File: src/rtl/epreq_pkg.sv
package epreq_pkg;
  localparam int unsigned EP_NUM   = 4;
  localparam int unsigned LANE_NUM = 2 * EP_NUM;
  localparam int unsigned EP_W     = (EP_NUM > 1) ? $clog2(EP_NUM) : 1;
  localparam int unsigned LANE_W   = $clog2(LANE_NUM);

  // lanes [EP_NUM-1:0] are receive, [LANE_NUM-1:EP_NUM] are transmit
  typedef logic [LANE_NUM-1:0] laneVec_t;

  typedef struct packed {
    logic              ackStb;
    logic [LANE_W-1:0] ackLane;
    laneVec_t          flushGo;
  } ctrlStrobe_t;

  function automatic logic [LANE_W-1:0] laneOf(input logic [EP_W-1:0] ep, input logic isTx);
    return isTx ? (LANE_W'(EP_NUM) + LANE_W'(ep)) : LANE_W'(ep);
  endfunction
endpackage

File: src/rtl/epreq_ctrl.sv
module epreq_ctrl
  import epreq_pkg::*;
(
  input  logic              clk,
  input  logic              rstN,
  input  laneVec_t          primeQ,
  input  laneVec_t          flushQ,
  input  laneVec_t          pktBusy,
  input  logic              fetchAck,
  output logic              fetchReq,
  output logic [LANE_W-1:0] fetchLane,
  output ctrlStrobe_t       strobe
);
  logic              reqQ;
  logic [LANE_W-1:0] laneQ;
  laneVec_t          eligible;
  laneVec_t          outstanding;
  logic              found;
  logic [LANE_W-1:0] pickLane;

  // a lane with a flush pending is never offered (flush wins)
  assign eligible = primeQ & ~flushQ;

  // priority walk: ep0 tx, ep0 rx, ep1 tx, ep1 rx, ...
  always_comb begin
    found    = 1'b0;
    pickLane = '0;
    for (int k = 0; k < LANE_NUM; k++) begin
      logic [LANE_W-1:0] ln;
      ln = ((k % 2) == 0) ? LANE_W'(EP_NUM + k / 2) : LANE_W'(k / 2);
      if (!found && eligible[ln]) begin
        found    = 1'b1;
        pickLane = ln;
      end
    end
  end

  assign outstanding = reqQ ? (laneVec_t'(1) << laneQ) : '0;

  always_comb begin
    strobe.ackStb  = reqQ & fetchAck;
    strobe.ackLane = laneQ;
    strobe.flushGo = flushQ & ~pktBusy & ~outstanding;
  end

  always_ff @(posedge clk) begin
    if (!rstN) begin
      reqQ  <= 1'b0;
      laneQ <= '0;
    end else if (reqQ && fetchAck) begin
      reqQ <= 1'b0;
    end else if (!reqQ && found) begin
      reqQ  <= 1'b1;
      laneQ <= pickLane;
    end
  end

  assign fetchReq  = reqQ;
  assign fetchLane = laneQ;
endmodule

File: src/rtl/epreq_dp.sv
module epreq_dp
  import epreq_pkg::*;
#(
  parameter int unsigned DATA_W = 32,
  parameter int unsigned ADDR_W = 4,
  parameter int unsigned TX_BASE = 16,
  parameter int unsigned RX_BASE = 0,
  parameter logic [ADDR_W-1:0] PRIME_ADDR  = ADDR_W'(0),
  parameter logic [ADDR_W-1:0] FLUSH_ADDR  = ADDR_W'(1),
  parameter logic [ADDR_W-1:0] STATUS_ADDR = ADDR_W'(2)
) (
  input  logic              clk,
  input  logic              rstN,
  input  logic              regWrEn,
  input  logic [ADDR_W-1:0] regAddr,
  input  logic [DATA_W-1:0] regWrData,
  output logic [DATA_W-1:0] regRdData,
  input  logic              retireStb,
  input  logic [LANE_W-1:0] retireLane,
  input  ctrlStrobe_t       strobe,
  output laneVec_t          primeQ,
  output laneVec_t          flushQ,
  output laneVec_t          primedQ
);
  localparam logic [DATA_W-1:0] LIVE_MASK =
      (DATA_W'({EP_NUM{1'b1}}) << RX_BASE) | (DATA_W'({EP_NUM{1'b1}}) << TX_BASE);

  laneVec_t wrLanes, rdVec, retireMask, ackMask;
  laneVec_t primeD, flushD, primedD;
  logic     primeWr, flushWr;
  logic     unusedRsvBits;

  assign wrLanes       = {regWrData[TX_BASE +: EP_NUM], regWrData[RX_BASE +: EP_NUM]};
  assign unusedRsvBits = ^(regWrData & ~LIVE_MASK);

  assign primeWr    = regWrEn && (regAddr == PRIME_ADDR);
  assign flushWr    = regWrEn && (regAddr == FLUSH_ADDR);
  assign retireMask = retireStb ? (laneVec_t'(1) << retireLane) : '0;
  assign ackMask    = strobe.ackStb ? (laneVec_t'(1) << strobe.ackLane) : '0;

  // order: completion clears, new requests set, flush clears last
  assign primeD  = ((primeQ & ~ackMask) | (primeWr ? wrLanes : '0) | retireMask) & ~strobe.flushGo;
  assign flushD  = (flushQ & ~strobe.flushGo) | (flushWr ? wrLanes : '0);
  assign primedD = ((primedQ & ~retireMask) | ackMask) & ~strobe.flushGo;

  always_ff @(posedge clk) begin
    if (!rstN) begin
      primeQ  <= '0;
      flushQ  <= '0;
      primedQ <= '0;
    end else begin
      primeQ  <= primeD;
      flushQ  <= flushD;
      primedQ <= primedD;
    end
  end

  always_comb begin
    if (regAddr == PRIME_ADDR)       rdVec = primeQ;
    else if (regAddr == FLUSH_ADDR)  rdVec = flushQ;
    else if (regAddr == STATUS_ADDR) rdVec = primedQ;
    else                             rdVec = '0;
  end

  assign regRdData = (DATA_W'(rdVec[EP_NUM-1:0]) << RX_BASE)
                   | (DATA_W'(rdVec[LANE_NUM-1:EP_NUM]) << TX_BASE);
endmodule

File: src/rtl/epreq_top.sv
module epreq_top
  import epreq_pkg::*;
#(
  parameter int unsigned DATA_W = 32,
  parameter int unsigned ADDR_W = 4,
  parameter int unsigned TX_BASE = 16,
  parameter int unsigned RX_BASE = 0,
  parameter logic [ADDR_W-1:0] PRIME_ADDR  = ADDR_W'(0),
  parameter logic [ADDR_W-1:0] FLUSH_ADDR  = ADDR_W'(1),
  parameter logic [ADDR_W-1:0] STATUS_ADDR = ADDR_W'(2)
) (
  input  logic              clk,
  input  logic              rstN,
  input  logic              regWrEn,
  input  logic [ADDR_W-1:0] regAddr,
  input  logic [DATA_W-1:0] regWrData,
  output logic [DATA_W-1:0] regRdData,
  output logic              fetchReq,
  input  logic              fetchAck,
  output logic [EP_W-1:0]   fetchEp,
  output logic              fetchIsTx,
  input  logic              retireStb,
  input  logic [EP_W-1:0]   retireEp,
  input  logic              retireIsTx,
  input  logic [EP_NUM-1:0] pktBusyTx,
  input  logic [EP_NUM-1:0] pktBusyRx,
  output logic [EP_NUM-1:0] flushTx,
  output logic [EP_NUM-1:0] flushRx
);
  laneVec_t          primeQ, flushQ, primedQ, pktBusy;
  ctrlStrobe_t       strobe;
  logic [LANE_W-1:0] fetchLane, retireLane, laneOffs;

  assign pktBusy    = {pktBusyTx, pktBusyRx};
  assign retireLane = laneOf(retireEp, retireIsTx);

  epreq_ctrl u_ctrl (
    .clk      (clk),
    .rstN     (rstN),
    .primeQ   (primeQ),
    .flushQ   (flushQ),
    .pktBusy  (pktBusy),
    .fetchAck (fetchAck),
    .fetchReq (fetchReq),
    .fetchLane(fetchLane),
    .strobe   (strobe)
  );

  epreq_dp #(
    .DATA_W(DATA_W), .ADDR_W(ADDR_W), .TX_BASE(TX_BASE), .RX_BASE(RX_BASE),
    .PRIME_ADDR(PRIME_ADDR), .FLUSH_ADDR(FLUSH_ADDR), .STATUS_ADDR(STATUS_ADDR)
  ) u_dp (
    .clk       (clk),
    .rstN      (rstN),
    .regWrEn   (regWrEn),
    .regAddr   (regAddr),
    .regWrData (regWrData),
    .regRdData (regRdData),
    .retireStb (retireStb),
    .retireLane(retireLane),
    .strobe    (strobe),
    .primeQ    (primeQ),
    .flushQ    (flushQ),
    .primedQ   (primedQ)
  );

  assign fetchIsTx = (fetchLane >= LANE_W'(EP_NUM));
  assign laneOffs  = fetchIsTx ? (fetchLane - LANE_W'(EP_NUM)) : fetchLane;
  assign fetchEp   = EP_W'(laneOffs);
  assign flushTx   = strobe.flushGo[LANE_NUM-1:EP_NUM];
  assign flushRx   = strobe.flushGo[EP_NUM-1:0];
endmodule

File: config.mk
export PLATFORM = sky130hd
export DESIGN_NAME = epreq_top
export DESIGN_NICKNAME = d
export VERILOG_FILES = /design/src/rtl/epreq_pkg.sv /design/src/rtl/epreq_ctrl.sv /design/src/rtl/epreq_dp.sv /design/src/rtl/epreq_top.sv
export SDC_FILE = /design/constraint.sdc
export NUM_CORES = 1
export LEC_CHECK = 0
export ABC_CLOCK_PERIOD_IN_PS = 3450
export CAP_MARGIN = 10
export CORE_UTILIZATION = 40
export CTS_BUF_LIST = sky130_fd_sc_hd__clkbuf_4
export DETAILED_ROUTE_END_ITERATION = 10
export GPL_ROUTABILITY_DRIVEN = 0
export GPL_TIMING_DRIVEN = 0
export HOLD_SLACK_MARGIN = 0.03
export PLACE_DENSITY = 0.9
export SLEW_MARGIN = 20
export SYNTH_ARGS = -nofsm -noshare
export SYNTH_HDL_FRONTEND = slang
export SYNTH_HIERARCHICAL = 1
export SYNTH_SLANG_ARGS = --single-unit
File: constraint.sdc
create_clock -name clk -period 3.45 [get_ports clk]
set_input_delay 0.345 -clock clk [delete_from_list [all_inputs] [get_ports clk]]
set_output_delay 0.345 -clock clk [all_outputs]
set_load 0.005 [all_outputs]
==> reports/metrics.yaml <==
status: "finished, violations left"
violations: "design-rule violations"
fin_worst_skew_ns: 0.005934
met1_length_mm: 2.224
setup-tns-final_ns: 0
track_usage: 0.2010
cp.required_ns: 3.11
ff_latch_area_sq_um: 560.5
syn_inst: 233
vdd_drop_max_mv: 0.1737
synth_area_leaders: "dfxtp_1 (30%), buf_4 (11%), a21oi_1 (5.6%), nand2b_1 (4.0%), nand2_1 (3.6%)"
synth.distinct_cells: 46
crit_slowest_cell: "nor3_1"
antenna_found_initial: 0
synth-adder-area-share: 0
hpwl_mm: 3.841
cts_tree: "done"
nFillCells: 407
crit_path_end_kind: "output port"
utilization: 0.5650
min_delay_worst_endpoint: "u_dp/primedQ[6]"
design.core.area_sq_mm: 0.004444
grt_pass1_wl_mm: 7.990
grt_overflow: 0
power.switching_mw: 0.2183
tightest_slew_ns: 1.010
setup_ws_ns: 0.4084
synth_compound_area_frac: 0.2288
power.density_mw_per_mm2: 282.8
die_w_microns: 70.68
first_iter_violations: 142
rsz0062_at_grt: "no"
wl_per_cell_microns: 14.28
cp.arrival_ns: 2.70
hp-class: "reg -> reg"
synth_top_family_by_area: "simple AND/OR/NAND/NOR gates"
multi_input_area_sq_mm: 0.001112
hold_buffers: 0
p_clk_frac: 0.194
io_buffers: 45
die_h_microns: 70.68
rows: 24
fmax_ghz: 0.3288
critical_path.top_delay_family: "buffers and inverters"
ys_warn_count: 6
synth_flop_cell: "dfxtp_1"
synthSimpleGateAreaFrac: 0.3130
synth_commonest_cells: "dfxtp_1 (28), buf_4 (27), a21oi_1 (21), nand2_1 (18), inv_1 (17)"
ys_ff_latch: 28
reg2reg_depth: 5
synthXorXnorAreaFrac: 0
critical_path.max_fanout: 8
drive_above_1_share: 0.1382
postRouteAntennaNets: 0
drv_cap: 0
grt_max_degree: 15
top_layer: "met4"
clockRootBuffer: "clkbuf_4"
met2_length_mm: 2.356
die_area_sq_mm: 0.004996
internal-power_mw: 0.4918
syn_area_sq_mm: 0.001887
clkTransAtPathRegs_ns: 0.14
yosysTopAreaCell: "dfxtp_1"
rrSetupSlack_ns: 1.45
fin_nets: 358
critPathMaxStageDelay_ns: 0.85
diodes: 0
async_reset_ff_frac: 0
worstHoldPathCells: 2
total_power_mw: 0.7101
avgViaCountPerCell: 5.357
h-tree-depth: 1
combPwrFrac: 0.300
cts_made_buffers: 3
syn_to_final_growth_pct: 33.09
grt_pass1_vias: 1655
fin_cells: 356
ys_seq_area_frac: 0.2971
drt-total-wl_mm: 5.083
yosysTopAreaCellShare: 0.2971
setup_viol: 0
start_kind: "input port"
synth_edf_count: 0
cts_num_sinks: 28
path_cells: "clkdlybuf4s50_1, nor3_1, o21ai_0, a21oi_1, clkdlybuf4s50_1"
crit_top_cell: "clkdlybuf4s50_1"
synth_mux_area_frac: 0
post_cts_buffers: 0
worstSkewPairLatency_ns: 0.33
reg2reg_from: "u_ctrl/fetchReq"
finalHoldViolCount: 0
cp.buffers_inverters: 2
seqPwrFrac: 0.506
relSlewSlack: 0.3215
ctsResizeCount: 0
vias: 1907
wl_met3_microns: 440
post-route-min-period_ns: 3.042
avgSynthCellArea_sq_um: 8.098
firstDrtPassIters: 8
p_leak_nw: 0.9756
place_ws_ns: 0.4886
rr_endpoint: "u_dp/primeQ[0]"
swShare: 0.3075
synth.most_common_cell: "dfxtp_1"
placedCellCount: 353
ios: 96
min_from: "u_dp/primedQ[6]"
start_util: 0.4245
slew_viol_final: 0
fin_crit_sh: 0.8816
crit_type: "in -> out"
route.detailed.drc: 10
clockBufferDepth: 2
-- cell usage in the layout, fill, tap and decap left out, types with 2 or more instances in the layout --
cell / synthesis / final
clkdlybuf4s50_1: 0 / 45
dfxtp_1: 28 / 28
buf_4: 27 / 27
conb_1: 1 / 24
a21oi_1: 21 / 21
nand2_1: 18 / 18
inv_1: 17 / 17
nor2_1: 13 / 13
nand2b_1: 12 / 12
o21ai_0: 11 / 11
nand3_1: 8 / 8
clkbuf_1: 6 / 6
nor2b_1: 6 / 6
nand4b_1: 6 / 6
a31oi_1: 6 / 6
a311oi_1: 5 / 5
o2bb2ai_1: 5 / 5
clkbuf_4: 0 / 3
nand4_1: 3 / 3
a2bb2o_1: 3 / 3
nor2b_4: 2 / 2
nor2b_2: 2 / 2
o221a_1: 2 / 2
nor3b_1: 2 / 2
and3_1: 2 / 2
nand4bb_1: 2 / 2
nor4bb_1: 2 / 2
or3_1: 2 / 2
o31ai_1: 2 / 2
-- registers in the layout, summed over array words and instances (netlist names) --
register	count
u_dp/flushQ	8
u_dp/primeQ	8
u_dp/primedQ	8
u_ctrl/fetchLane	3
u_ctrl/fetchReq	1
-- how the worst max path moves through the flow --
stage / end / depth (start not counted) / start
floorplan: u_dp/primeQ[0] / 5 / u_ctrl/fetchReq
global route: regRdData[0] / 5 / regAddr[3]
finish: regRdData[0] / 5 / regAddr[3]
global placement: regRdData[0] / 5 / regAddr[3]
detailed placement: regRdData[0] / 5 / regAddr[3]
CTS: regRdData[0] / 5 / regAddr[3]
-- layer usage --
layer	up-vias	track usage
met5	-	0
met4	0	0.05111
li1	924	-
met1	871	0.2879
met2	104	0.3237
met3	8	0.02137
-- worst reg2reg max path, cell delays in order (launching register included) --
cell and delay (ns):
dfxtp_1 0.37, clkbuf_1 0.37, and2_1 0.40, or4b_1 0.51, a21oi_1 0.19, a21oi_1 0.08
-- power by group through the flow --
stage	clock network [mW]	logic, mW	registers, mW
2_1_floorplan	0	0.125	0.361
3_3_place_gp	0	0.205	0.365
3_5_place_dp	0	0.209	0.366
4_1_cts	0.137	0.210	0.359
5_1_grt	0.147	0.228	0.362
6_report	0.138	0.213	0.359
-- cells by family after synthesis --
| family | Yosys count |
|---|---|
| AND/OR/NAND/NOR | 91 |
| AO/OA/AOI/OAI | 62 |
| buffers and inverters | 51 |
| flip-flops | 28 |
| other | 1 |
-- layout make-up --
type / count / share of cell area
plain buffers: 34 / 0.09417
clock buffers: 3 / 0.008969
inverters: 17 / 0.02541
multi-input cells: 177 / 0.4430
flip-flops and latches: 28 / 0.2232
well taps: 52 / 0.02591
repair buffers: 45 / 0.1794
-- stage by stage --
stage	area, sq um	hold WS [ns]
2_1_floorplan	1973	0.4326
3_3_place_gp	2489	0.4464
3_5_place_dp	2489	0.4479
4_1_cts	2511	0.4658
5_1_grt	2511	0.4861
6_report	2511	0.4641
Power figures use the tool's default switching activity.
